`src/rtl/srr_pkg.sv`:
```
package srr_pkg;
   localparam int IRQ_N    = 4;
   localparam int IRQ_LINE = 0;
   localparam int IRQ_UNDR = 1;
   localparam int IRQ_XERR = 2;
   localparam int IRQ_RLD  = 3;

   localparam int REQ_NOW  = 0;
   localparam int REQ_VBL  = 1;

   localparam int A_RELOAD = 0;
   localparam int A_ENABLE = 1;
   localparam int A_STATUS = 2;
   localparam int A_CLEAR  = 3;
   localparam int CFG_BASE = 4;

   typedef logic [IRQ_N-1:0] irq_vec_t;
   typedef logic [1:0]       req_vec_t;
endpackage

```
`src/rtl/srr_shadow_bank.sv`:
```
module srr_shadow_bank #(
   parameter int DW      = 32,
   parameter int NUM_CFG = 4
) (
   input  logic                  clk,
   input  logic                  rst_n,
   input  logic [NUM_CFG-1:0]    wr_sel,
   input  logic [DW-1:0]         wdata,
   input  logic                  commit,
   output logic [NUM_CFG*DW-1:0] shadow,
   output logic [NUM_CFG*DW-1:0] active
);
   localparam int BANK_W = NUM_CFG * DW;

   if (DW < 4)      begin : g_bad_dw  $error("DW must be at least 4");      end
   if (NUM_CFG < 1) begin : g_bad_num $error("NUM_CFG must be at least 1"); end

   for (genvar k = 0; k < NUM_CFG; k++) begin : g_word
      always_ff @(posedge clk or negedge rst_n) begin
         if (!rst_n) begin
            shadow[k*DW +: DW] <= '0;
         end else if (wr_sel[k]) begin
            shadow[k*DW +: DW] <= wdata;
         end
      end

      always_ff @(posedge clk or negedge rst_n) begin
         if (!rst_n) begin
            active[k*DW +: DW] <= '0;
         end else if (commit) begin
            active[k*DW +: DW] <= shadow[k*DW +: DW];
         end
      end
   end

   AST_ACTIVE_HOLD: assert property (@(posedge clk) disable iff (!rst_n)
      !commit |=> $stable(active));
   AST_COPY_BANK: assert property (@(posedge clk) disable iff (!rst_n)
      commit |=> (active == $past(shadow)));

   logic [BANK_W-1:0] unused_w;
   assign unused_w = '0;
endmodule

```
`src/rtl/srr_reload_ctl.sv`:
```
module srr_reload_ctl
   import srr_pkg::*;
#(
   parameter int VW = 11
) (
   input  logic          clk,
   input  logic          rst_n,
   input  logic          req_wr,
   input  req_vec_t      req_bits,
   input  logic          disp_en,
   input  logic [VW-1:0] vcount,
   input  logic [VW-1:0] vend,
   output req_vec_t      pend,
   output logic          commit
);
   if (VW < 2) begin : g_bad_vw $error("VW must be at least 2"); end

   logic at_end, at_end_q, vbl_hit;

   assign at_end  = (vcount == vend);
   assign vbl_hit = at_end && !at_end_q;

   always_ff @(posedge clk or negedge rst_n) begin
      if (!rst_n) at_end_q <= 1'b0;
      else        at_end_q <= at_end;
   end

   always_comb begin
      commit = pend[REQ_NOW];
      if (pend[REQ_VBL] && (vbl_hit || !disp_en)) commit = 1'b1;
   end

   req_vec_t new_req;
   assign new_req = req_wr ? req_bits : '0;

   always_ff @(posedge clk or negedge rst_n) begin
      if (!rst_n) begin
         pend <= '0;
      end else if (commit) begin
         pend <= new_req;
      end else begin
         pend <= pend | new_req;
      end
   end

   AST_NOW_DONE: assert property (@(posedge clk) disable iff (!rst_n)
      (pend[REQ_NOW] && !(req_wr && req_bits[REQ_NOW])) |=> !pend[REQ_NOW]);
   AST_VBL_WAIT: assert property (@(posedge clk) disable iff (!rst_n)
      (pend[REQ_VBL] && !pend[REQ_NOW] && disp_en && !vbl_hit) |=> pend[REQ_VBL]);
   AST_OFF_DONE: assert property (@(posedge clk) disable iff (!rst_n)
      (pend[REQ_VBL] && !disp_en && !(req_wr && req_bits[REQ_VBL])) |=> !pend[REQ_VBL]);
   AST_BOTH_CLEAR: assert property (@(posedge clk) disable iff (!rst_n)
      (pend == 2'b11 && !req_wr) |=> (pend == 2'b00));
endmodule

```
`src/rtl/srr_irq_ctl.sv`:
```
module srr_irq_ctl
   import srr_pkg::*;
(
   input  logic     clk,
   input  logic     rst_n,
   input  logic     en_wr,
   input  logic     clr_wr,
   input  irq_vec_t wdata,
   input  irq_vec_t src,
   output irq_vec_t en,
   output irq_vec_t status,
   output logic     irq
);
   irq_vec_t clr_mask;
   assign clr_mask = clr_wr ? wdata : '0;

   always_ff @(posedge clk or negedge rst_n) begin
      if (!rst_n) begin
         en     <= '0;
         status <= '0;
      end else begin
         if (en_wr) en <= wdata;
         status <= (status & ~clr_mask) | src;
      end
   end

   assign irq = |(status & en);

   AST_STICKY: assert property (@(posedge clk) disable iff (!rst_n)
      !clr_wr |=> (($past(status) & ~status) == '0));
   AST_EVENT_WINS: assert property (@(posedge clk) disable iff (!rst_n)
      (|src) |=> ((status & $past(src)) == $past(src)));
   AST_IRQ_QUIET: assert property (@(posedge clk) disable iff (!rst_n)
      (en == '0) |-> !irq);
endmodule

```
`src/rtl/srr_unit.sv`:
```
module srr_unit
   import srr_pkg::*;
#(
   parameter int DW      = 32,
   parameter int ADDR_W  = 4,
   parameter int NUM_CFG = 4,
   parameter int VW      = 11
) (
   input  logic                  clk,
   input  logic                  rst_n,
   input  logic                  reg_wr,
   input  logic [ADDR_W-1:0]     reg_addr,
   input  logic [DW-1:0]         reg_wdata,
   output logic [DW-1:0]         reg_rdata,
   input  logic                  disp_en,
   input  logic [VW-1:0]         vcount,
   input  logic [VW-1:0]         vend,
   input  logic                  ev_line,
   input  logic                  ev_underrun,
   input  logic                  ev_xfer_err,
   output logic [NUM_CFG*DW-1:0] cfg_active,
   output logic                  irq
);
   localparam int CFG_END = CFG_BASE + NUM_CFG;

   if (CFG_END > (1 << ADDR_W)) begin : g_bad_map
      $error("ADDR_W too small for NUM_CFG configuration words");
   end

   logic [NUM_CFG-1:0]    cfg_sel;
   logic [NUM_CFG*DW-1:0] shadow;
   logic                  wr_reload, wr_enable, wr_clear, commit;
   req_vec_t              pend;
   irq_vec_t              en, status, src;

   assign wr_reload = reg_wr && (reg_addr == ADDR_W'(A_RELOAD));
   assign wr_enable = reg_wr && (reg_addr == ADDR_W'(A_ENABLE));
   assign wr_clear  = reg_wr && (reg_addr == ADDR_W'(A_CLEAR));

   for (genvar k = 0; k < NUM_CFG; k++) begin : g_sel
      assign cfg_sel[k] = reg_wr && (reg_addr == ADDR_W'(CFG_BASE + k));
   end

   assign src[IRQ_LINE] = ev_line;
   assign src[IRQ_UNDR] = ev_underrun;
   assign src[IRQ_XERR] = ev_xfer_err;
   assign src[IRQ_RLD]  = commit;

   srr_shadow_bank #(.DW(DW), .NUM_CFG(NUM_CFG)) u_bank (
      .clk    (clk),
      .rst_n  (rst_n),
      .wr_sel (cfg_sel),
      .wdata  (reg_wdata),
      .commit (commit),
      .shadow (shadow),
      .active (cfg_active)
   );

   srr_reload_ctl #(.VW(VW)) u_reload (
      .clk      (clk),
      .rst_n    (rst_n),
      .req_wr   (wr_reload),
      .req_bits (reg_wdata[1:0]),
      .disp_en  (disp_en),
      .vcount   (vcount),
      .vend     (vend),
      .pend     (pend),
      .commit   (commit)
   );

   srr_irq_ctl u_irq (
      .clk    (clk),
      .rst_n  (rst_n),
      .en_wr  (wr_enable),
      .clr_wr (wr_clear),
      .wdata  (reg_wdata[IRQ_N-1:0]),
      .src    (src),
      .en     (en),
      .status (status),
      .irq    (irq)
   );

   always_comb begin
      reg_rdata = '0;
      if (reg_addr == ADDR_W'(A_RELOAD)) reg_rdata[1:0]       = pend;
      if (reg_addr == ADDR_W'(A_ENABLE)) reg_rdata[IRQ_N-1:0] = en;
      if (reg_addr == ADDR_W'(A_STATUS)) reg_rdata[IRQ_N-1:0] = status;
      for (int k = 0; k < NUM_CFG; k++) begin
         if (reg_addr == ADDR_W'(CFG_BASE + k)) reg_rdata = shadow[k*DW +: DW];
      end
   end

   AST_FLAG_WITH_COPY: assert property (@(posedge clk) disable iff (!rst_n)
      commit |=> status[IRQ_RLD]);
   AST_SRC_UNGATED: assert property (@(posedge clk) disable iff (!rst_n)
      (ev_underrun && en[IRQ_UNDR] == 1'b0) |=> status[IRQ_UNDR]);
endmodule

```
`config.mk`:
```
export PLATFORM = sky130hd
export DESIGN_NAME = srr_unit
export DESIGN_NICKNAME = d
export VERILOG_FILES = /design/src/rtl/srr_pkg.sv /design/src/rtl/srr_shadow_bank.sv /design/src/rtl/srr_reload_ctl.sv /design/src/rtl/srr_irq_ctl.sv /design/src/rtl/srr_unit.sv
export SDC_FILE = /design/constraint.sdc
export NUM_CORES = 1
export LEC_CHECK = 0
export BUFFER_PORTS_ARGS = -buffer_cell sky130_fd_sc_hd__buf_2
export CAP_MARGIN = 10
export CELL_PAD_IN_SITES_DETAIL_PLACEMENT = 1
export CELL_PAD_IN_SITES_GLOBAL_PLACEMENT = 2
export CORE_AREA = 2 2 121 240
export CTS_CLUSTER_DIAMETER = 120
export DETAILED_ROUTE_END_ITERATION = 8
export DIE_AREA = 0 0 123 242
export PLACE_DENSITY = 0.8
export REMOVE_ABC_BUFFERS = 1
export SLEW_MARGIN = 25
export SYNTH_ARGS = -nofsm -noshare
export SYNTH_HDL_FRONTEND = slang
export SYNTH_HIERARCHICAL = 1
export SYNTH_SLANG_ARGS = --single-unit
```
`constraint.sdc`:
```
create_clock -name clk -period 2.85 [get_ports clk]
set_input_delay 0.285 -clock clk [delete_from_list [all_inputs] [get_ports clk]]
set_output_delay 0.285 -clock clk [all_outputs]
set_load 0.1 [all_outputs]
```
# --- After elaboration in Yosys (flattened, before gate mapping) ---
# Cells that the tools add are included.
word_totals:
  regBits: 267
  in_bits: 65
  out_inout_bits: 161
  word_cells: 50
classes:
  eq_ne: 8
  muxes: 11
  n_bitwise: 5
  n_reduce_logical: 14
ops:
  columns: ["operator", "count"]
  rows:
  - ["32-bit 2-to-1 mux", 4]
  - ["4-bit by 3-bit == test with 1-bit output, second input constant", 4]
  - ["4-bit 2-to-1 mux", 3]
  - ["11-bit == test", 1]
  - ["1-bit logical AND", 9]
  - ["4-bit bitwise AND", 2]
  - ["4-bit by 2-bit == test with 1-bit output, second input constant", 2]
  - ["2-bit 2-to-1 mux", 3]
  - ["4-bit by 1-bit == test with 1-bit output, second input constant", 1]
  - ["4-bit zero test", 1]
  - ["4-bit inverter", 1]
  - ["4-bit OR", 1]
  - ["4-bit OR reduction", 1]
  - ["1-bit zero test", 2]
  - ["2-bit OR", 1]
  - ["1-bit logical OR", 1]
  - ["1-bit 2-to-1 mux", 1]

# --- Depth between registers and ports, before layout ---
# Gate-level depths: netlist of run 1.
depth:
  word_depth: 8
  depth_mapped: 9

# --- Hierarchy ---
# Netlist of run 1, hierarchy kept.
modules_own_cells:
  columns: ["module", "instances", "cells_each", "area_per_inst_um2"]
  rows:
  - ["srr_shadow_bank", 1, 542, 9621.7]
  - ["srr_unit", 1, 121, 1341.3]
  - ["srr_irq_ctl", 1, 23, 309.0]
  - ["srr_reload_ctl", 1, 24, 239.0]

# --- Least setup slack after synthesis of run 1 ---
# OpenSTA, ideal clock, no wires.
synth_path:
  path_kind: "input to output"
  start: "in reg_addr[2]"
  end: "out reg_rdata[2]"
  t_arrival_ps: 2424
  slack_ps: 141
  stages: 6
  path_buffers: 3
  cell_sequence: "buf_2 > nand2b_1 > buf_2 > buf_2 > nor3_1 > a21oi_1"
synth_via:
  elab_chain_len: 7
  word_cells_on_any_way: 12
  classes_between: "eq/ne (6); mux (6)"
synth_rtl:
  columns: ["item", "line", "text"]
  rows:
  - ["start, declared", "srr_unit.sv:12", "input logic [ADDR_W-1:0] reg_addr,"]
  - ["4-bit by 1-bit == test with 1-bit output", "srr_unit.sv:86", "if (reg_addr == ADDR_W'(A_ENABLE)) reg_rdata[IRQ_N-1:0] = en;"]
  - ["4-bit 2-to-1 mux", "srr_unit.sv:86", null]
  - ["4-bit 2-to-1 mux", "srr_unit.sv:87", "if (reg_addr == ADDR_W'(A_STATUS)) reg_rdata[IRQ_N-1:0] = status;"]
  - ["32-bit 2-to-1 mux (3 in series)", "srr_unit.sv:89", "if (reg_addr == ADDR_W'(CFG_BASE + k)) reg_rdata = shadow[k*DW +: DW];"]
  - ["32-bit 2-to-1 mux *", "srr_unit.sv:89", null]
  - ["end, declared", "srr_unit.sv:14", "output logic [DW-1:0] reg_rdata,"]
# Every way passes the cells marked *; elsewhere a longest branch is shown, timed or not.

# --- Final worst setup path of run 1 ---
layout_path:
  start: "in reg_addr[1]"
  end: "out reg_rdata[28]"
layout_via:
  elab_chain_len: 5
  word_cells_on_any_way: 8
  classes_between: "eq/ne (4); mux (4)"
layout_rtl:
  columns: ["item", "line"]
  rows:
  - ["4-bit by 3-bit == test with 1-bit output", "srr_unit.sv:89"]
  - ["32-bit 2-to-1 mux (3 in series)", "srr_unit.sv:89"]
  - ["32-bit 2-to-1 mux *", "srr_unit.sv:89"]
# Marked as above.

==> out/results.tsv, run 1 <==
metric	value	unit
max-slew-margin-rel	54.2	%
drtAntennaViolNets	0	
critPathSlowestCell	buf_2	
vias	6931	
reg2reg_slack	0.82	ns
hold_depth	2	
finalSetupViolCount	0	
cts_max_level	1	
seq_area_frac_synth	58.0	%
layout_common_cells	dfrtp_1 (267), mux2_2 (249), buf_2 (221), nor2b_1 (26), clkbuf_16 (25)	
area_delta_synth_final	20.5	%
p_leak	6.64	nW
comb_power_share	45.2	%
ys_ff_latch	267	
antenna_cells	0	
first_iter_violations	240	
cp-end-kind	output port	
slowest_delay	0.44	ns
avgSynthCellArea	16.2	µm²
ir_worst_vdd	0.860	mV
clkSinkCount	267	
crit_type	input pin to output port	
reg2reg_to	u_bank/active[80]	
start_util	41.0	%
grt_pass1_wl	45800	µm
drc	0	
io_pins	226	
required	2.57	ns
ys_types	37	
row_count	87	
core-area	28100	µm²
place_area	13100	µm²
endpoint	reg_rdata[28]	
post_cts_buffers	0	
grt_pass1_vias	7828	
cts_buffer_depth	3	
antenna_found_initial	0	
tightest_slew	0.687	ns
cp.arrival	1.96	ns
total_power	16.0	mW
critPathTopFamily	buffers and inverters	
crit_path_start	reg_addr[1]	
crit_path_start_kind	input pin	
fp.dieW	123	µm
worstSkewPairLatency	0.52	ns
avgViaCountPerCell	5.26	
yosysWarnings	6	
pwr-share-seq	34.6	%
dieArea	29800	µm²
cts_tree	yes	
hold_class	input pin to register	
crit_cells	6	
ys.flop_type	dfrtp_1	
drtPass1Iterations	4	
slew_viol_final	0	
grt_max_degree	89	
hold_violations	0	
dp_hpwl	20200	µm
fmax	446	MHz
wl	29500	µm
power.density	1150	nW/µm²
stdcell_count	1318	
post-place-cells	1272	
numPortBuffers	225	
p_int	8.16	mW
numCtsBuffers	25	
timing.final.crit_share	78.8	%
place_congestion	0.734	
status	completed	
layout_commonest_cell	dfrtp_1	
p_sw	7.84	mW
r2r-start	u_reload/at_end_q	
wl_per_cell	22.4	µm
path_buf_inv	4	
min_period	2.24	ns
clockRootBuffer	clkbuf_16	
nNetsFinal	1012	
clkPwrFrac	20.2	%
drive_gt1_share	57.3	%
cap_violations	0	
async_reset_ff_share	100	%
crit_path_max_fanout	20	
rsz0062_at_grt	no	
fin_util	49.4	%
grt_remaining_overflow	0	
clk_pin_slew	0.07	ns
netlist_area	11500	µm²
swShare	49.0	%
path_cells	buf_2 > buf_4 > buf_4 > mux4_1 > nor2b_1 > buf_2	
finish.instance_area	13900	µm²
syn-instance-count	710	
track_usage	20.2	%
die_h	242	µm
reg2regPathDepth	4	
fin_skew	0.0102	ns
synth-edff-count	0	
[registers in the layout, summed over array words and instances (netlist names)]
name	count
u_irq/en	4
u_reload/at_end_q	1
u_irq/status	4
u_reload/pend	2
u_bank/shadow	128
u_bank/active	128
[stage by stage]
step / hold slack (ns) / setup WS, ns / setup TNS [ns]
5_1_grt: 0.0204 / 0.491 / 0
2_1_floorplan: -0.0106 / -1.31 / -213.99
6_report: 0.0300 / 0.606 / 0
3_3_place_gp: 0.356 / 0.505 / 0
3_5_place_dp: 0.355 / 0.450 / 0
4_1_cts: 0.00281 / 0.558 / 0
[logic make-up (layout without fill, tap and decap cells)]
logic type / count (synthesis) / in the layout / share of synthesized area, %
mux: 293 / 293 / 32.2
flops: 267 / 267 / 58.0
simple gates: 67 / 67 / 3.27
buf+inv: 48 / 300 / 4.11
compound gates: 24 / 24 / 1.59
xor+xnor: 11 / 11 / 0.837
[final cells by class]
type / instances / area [µm²]
Clock buffer: 35 / 713
Inverter: 3 / 11.3
Multi-Input combinational cell: 395 / 4390
Clock inverter: 7 / 65.1
Fill cell: 2839 / 14200
Timing Repair Buffer: 255 / 1570
Sequential cell: 267 / 6680
Tap cell: 356 / 445
[repair_timing]
action                                 in CTS  in global routing
setup endpoints to repair                   0                  0
gates resized for setup                     0                  0
endpoints found under the hold margin      87                  0
hold buffers                                4                  0
[how the worst min path moves through the flow]
stage | start | to | slack [ns]
floorplan | rst_n | u_bank/active[0] | -0.01
global placement | rst_n | u_bank/active[18] | 0.36
detailed placement | rst_n | u_bank/active[18] | 0.35
CTS | reg_wdata[21] | u_bank/shadow[117] | 0.003
global route | reg_wdata[21] | u_bank/shadow[117] | 0.02
finish | reg_wdata[21] | u_bank/shadow[117] | 0.03
[per-layer routing]
layer,vias to the layer above,global-route usage [%],wire length (µm)
met5,-,0,0
met4,0,5.92,727
met3,43,2.73,1200
met2,162,38.1,16600
met1,3663,23.2,11000
li1,3063,-,-
[synthesized netlist by cell type (2+ instances only)]
cell type | instances | share of area [%]
nor2b_1 | 26 | 1.4
xnor2_1 | 11 | 0.84
mux4_2 | 4 | 0.78
nor3_1 | 5 | 0.22
and2_1 | 2 | 0.11
clkbuf_1 | 2 | 0.065
a21o_1 | 5 | 0.33
a21oi_1 | 3 | 0.13
nand2b_1 | 4 | 0.22
mux4_1 | 24 | 5.5
clkbuf_8 | 8 | 0.96
inv_1 | 3 | 0.098
nor2_1 | 8 | 0.26
mux2i_1 | 3 | 0.26
o31a_1 | 2 | 0.15
dfrtp_1 | 267 | 58
nand2_1 | 15 | 0.49
o21ai_0 | 4 | 0.17
a221oi_1 | 2 | 0.15
nand4_1 | 2 | 0.11
mux2_2 | 249 | 24
buf_6 | 19 | 1.9
buf_2 | 8 | 0.35
mux2_1 | 13 | 1.3
buf_12 | 2 | 0.35
buf_8 | 2 | 0.26
clkbuf_2 | 4 | 0.17
nor2b_4 | 2 | 0.24
a22oi_1 | 2 | 0.13
a221o_1 | 2 | 0.17
[power groups by stage]
stage / sequential, mW / combinational, mW / clock [mW]
global route: 5.68 / 7.44 / 3.46
CTS: 5.56 / 7.28 / 3.35
global placement: 5.58 / 7.17 / 0
finish: 5.53 / 7.22 / 3.24
floorplan: 9.82 / 1.59 / 0
detailed placement: 5.63 / 7.26 / 0
No activity file was read; power rests on OpenSTA's default activity.
==> run 2, diff against run 1 <==
--- a/config.mk
+++ b/config.mk
@@ -5,15 +5,16 @@
 export SDC_FILE = /design/constraint.sdc
 export NUM_CORES = 1
 export LEC_CHECK = 0
+export ABC_AREA = 1
 export BUFFER_PORTS_ARGS = -buffer_cell sky130_fd_sc_hd__buf_2
 export CAP_MARGIN = 10
 export CELL_PAD_IN_SITES_DETAIL_PLACEMENT = 1
 export CELL_PAD_IN_SITES_GLOBAL_PLACEMENT = 2
-export CORE_AREA = 2 2 121 240
+export CORE_AREA = 2 2 138 275
 export CTS_CLUSTER_DIAMETER = 120
 export DETAILED_ROUTE_END_ITERATION = 8
-export DIE_AREA = 0 0 123 242
-export PLACE_DENSITY = 0.8
+export DIE_AREA = 0 0 140 277
+export PLACE_DENSITY = 0.75
 export REMOVE_ABC_BUFFERS = 1
 export SLEW_MARGIN = 25
 export SYNTH_ARGS = -nofsm -noshare
==> constraint.sdc (replaced) <==
create_clock -name clk -period 2.1 [get_ports clk]
set_input_delay 0.21 -clock clk [delete_from_list [all_inputs] [get_ports clk]]
set_output_delay 0.21 -clock clk [all_outputs]
set_load 0.1 [all_outputs]
==> out/results.tsv, run 2 <==
metric	value	unit
status	complete, but fails checks	
violations	DRC	
yosys.area.top_type	dfrtp_1	
wl_per_cell	17.4	µm
io_pins	226	
hold_class	input pin to register	
fin_skew	0.0104	ns
post-place-cells	2048	
grt_remaining_overflow	0	
cp-end-kind	output port	
stdcell_count	2133	
avgSynthCellArea	8.25	µm²
crit_path_start_kind	register	
ys_types	24	
cts_buffer_depth	3	
wl	37100	µm
drc	16	
die_h	277	µm
start_util	31.5	%
place_area	13500	µm²
dp_hpwl	24300	µm
antenna_found_initial	0	
drtPass1Iterations	8	
p_int	10.2	mW
area_delta_synth_final	27.0	%
drtAntennaViolNets	0	
place_congestion	0.766	
cp.arrival	1.73	ns
holdWs	0.0591	ns
netlist_area	11600	µm²
swShare	47.7	%
clockRootBuffer	clkbuf_16	
crit_type	register to output port	
comb_power_share	38.9	%
clkPwrFrac	24.3	%
reg_top3	u_bank/active: 128 flops, u_bank/shadow: 128 flops	
slew_viol_final	0	
row_count	100	
fin_util	40.0	%
seq_area_frac_synth	57.5	%
ir_worst_vdd	0.815	mV
first_iter_violations	403	
crit_path_max_fanout	3	
dp_slack	0.269	ns
drive_gt1_share	20.6	%
grt_pass1_wl	60600	µm
required	1.89	ns
cap_violations	0	
async_reset_ff_share	100	%
core-area	36900	µm²
clk_pin_slew	0.06	ns
syn-instance-count	1408	
track_usage	19.5	%
pwr-share-seq	36.7	%
grt_max_degree	73	
fp.dieW	140	µm
power.density	1320	nW/µm²
fmax	515	MHz
hold_violations	0	
dieArea	38800	µm²
vias	9865	
tightest_slew	0.872	ns
antenna_cells	0	
finish.instance_area	14800	µm²
min_period	1.94	ns
ys_top_cells_by_count	nand2_1 (920), dfrtp_1 (267), buf_6 (40)	
layout_common_cells	nand2_1 (919), dfrtp_1 (267), buf_2 (192), buf_12 (44), dlygate4sd3_1 (38)	
cts_max_level	1	
yosysMostFrequentCell	nand2_1	
nNetsFinal	1721	
layout_commonest_cell	nand2_1	
ys_ff_latch	267	
worstSkewPairLatency	0.54	ns
clkSinkCount	267	
synth-edff-count	0	
finalSetupViolCount	0	
rsz0062_at_grt	no	
ys.flop_type	dfrtp_1	
synth_area_leaders	dfrtp_1 (57%), nand2_1 (30%), buf_6 (3.9%), nand4_1 (1.8%), nand2_2 (1.8%)	
fin_ws	0.156	ns
grt_pass1_vias	10893	
p_leak	8.20	nW
netlist.area_leader.share	57.5	%
cts_tree	yes	
postCtsResizedCells	0	
timing.final.crit_share	92.5	%
numCtsBuffers	27	
p_sw	9.26	mW
reg2reg_slack	0.60	ns
numPortBuffers	225	
yosysWarnings	6	
max-slew-margin-rel	41.8	%
avgViaCountPerCell	4.62	
## run 2: changes by cell type in the layout (fill, tap and decap cells not counted), moves of 11 or more
cell	previous run	this run
mux4_1	24	0
mux2_2	249	0
nand2_1	15	919
dlygate4sd3_1	4	38
buf_12	15	44
nand3_1	1	12
inv_1	3	32
nand2_2	0	33
nor2b_1	26	0
mux2_1	13	0
nand4_1	2	34
buf_2	221	192
## run 2: stage by stage
step           TNS (ns)  total power [mW]
2_1_floorplan   -453.09              13.0
6_report              0              19.4
4_1_cts               0              19.7
3_3_place_gp          0              14.6
5_1_grt               0              20.4
3_5_place_dp          0              14.8
## run 2: repair_timing
action | CTS | global route
hold endpoints to repair | 222 | 0
buffers inserted | 0 | 0
hold buffers | 38 | 0
## run 2: cells by family (layout without fill, tap and decap cells)
| family | Yosys count | in the layout | share of synthesized area, % |
|---|---|---|---|
| buf+inv | 110 | 376 | 6.99 |
| xor+xnor | 4 | 4 | 0.302 |
| simple gates | 1021 | 1021 | 35.0 |
| compound gates | 6 | 6 | 0.258 |
| flops | 267 | 267 | 57.5 |
## run 2: final cells by class
class / count / area, µm²
Multi-Input combinational cell: 1031 / 4160
Sequential cell: 267 / 6680
Tap cell: 459 / 574
Fill cell: 4427 / 22100
Inverter: 41 / 161
Clock inverter: 10 / 87.6
Timing Repair Buffer: 288 / 2330
Clock buffer: 37 / 763
## run 2: worst max-delay path, stage by stage, from the launching register on
cell and delay (ns):
dfrtp_1 0.42, nand3_1 0.10, nand3_1 0.10, nor2_1 0.12, nand4_1 0.21, buf_12 0.24
## run 2: per-layer routing
layer  track usage (%)  share of wire (%)
met1              24.1                 42
met4              4.45                1.8
met2              35.8                 51
met5                 0                  0
met3              2.89                4.5
## run 2: path summary, 6_finish.rpt
kind,start,endpoint,cells after the start
min reg2reg,u_bank/active[25],u_bank/active[25],2
min,reg_addr[1],u_reload/pend[0],4
max in group asynchronous,rst_n,u_bank/shadow[112],3
max reg2reg,u_reload/at_end_q,u_bank/active[93],8
max,u_reload/pend[1],reg_rdata[1],5
min in group asynchronous,rst_n,u_bank/active[55],2
## run 2: power groups by stage
stage               Sequential, mW  Clock [mW]  Combinational, mW
floorplan                     11.6           0               1.41
global placement              7.17           0               7.48
detailed placement            7.22           0               7.57
CTS                           7.15        4.91               7.64
global route                  7.31        5.11               7.96
finish                        7.14        4.73               7.57
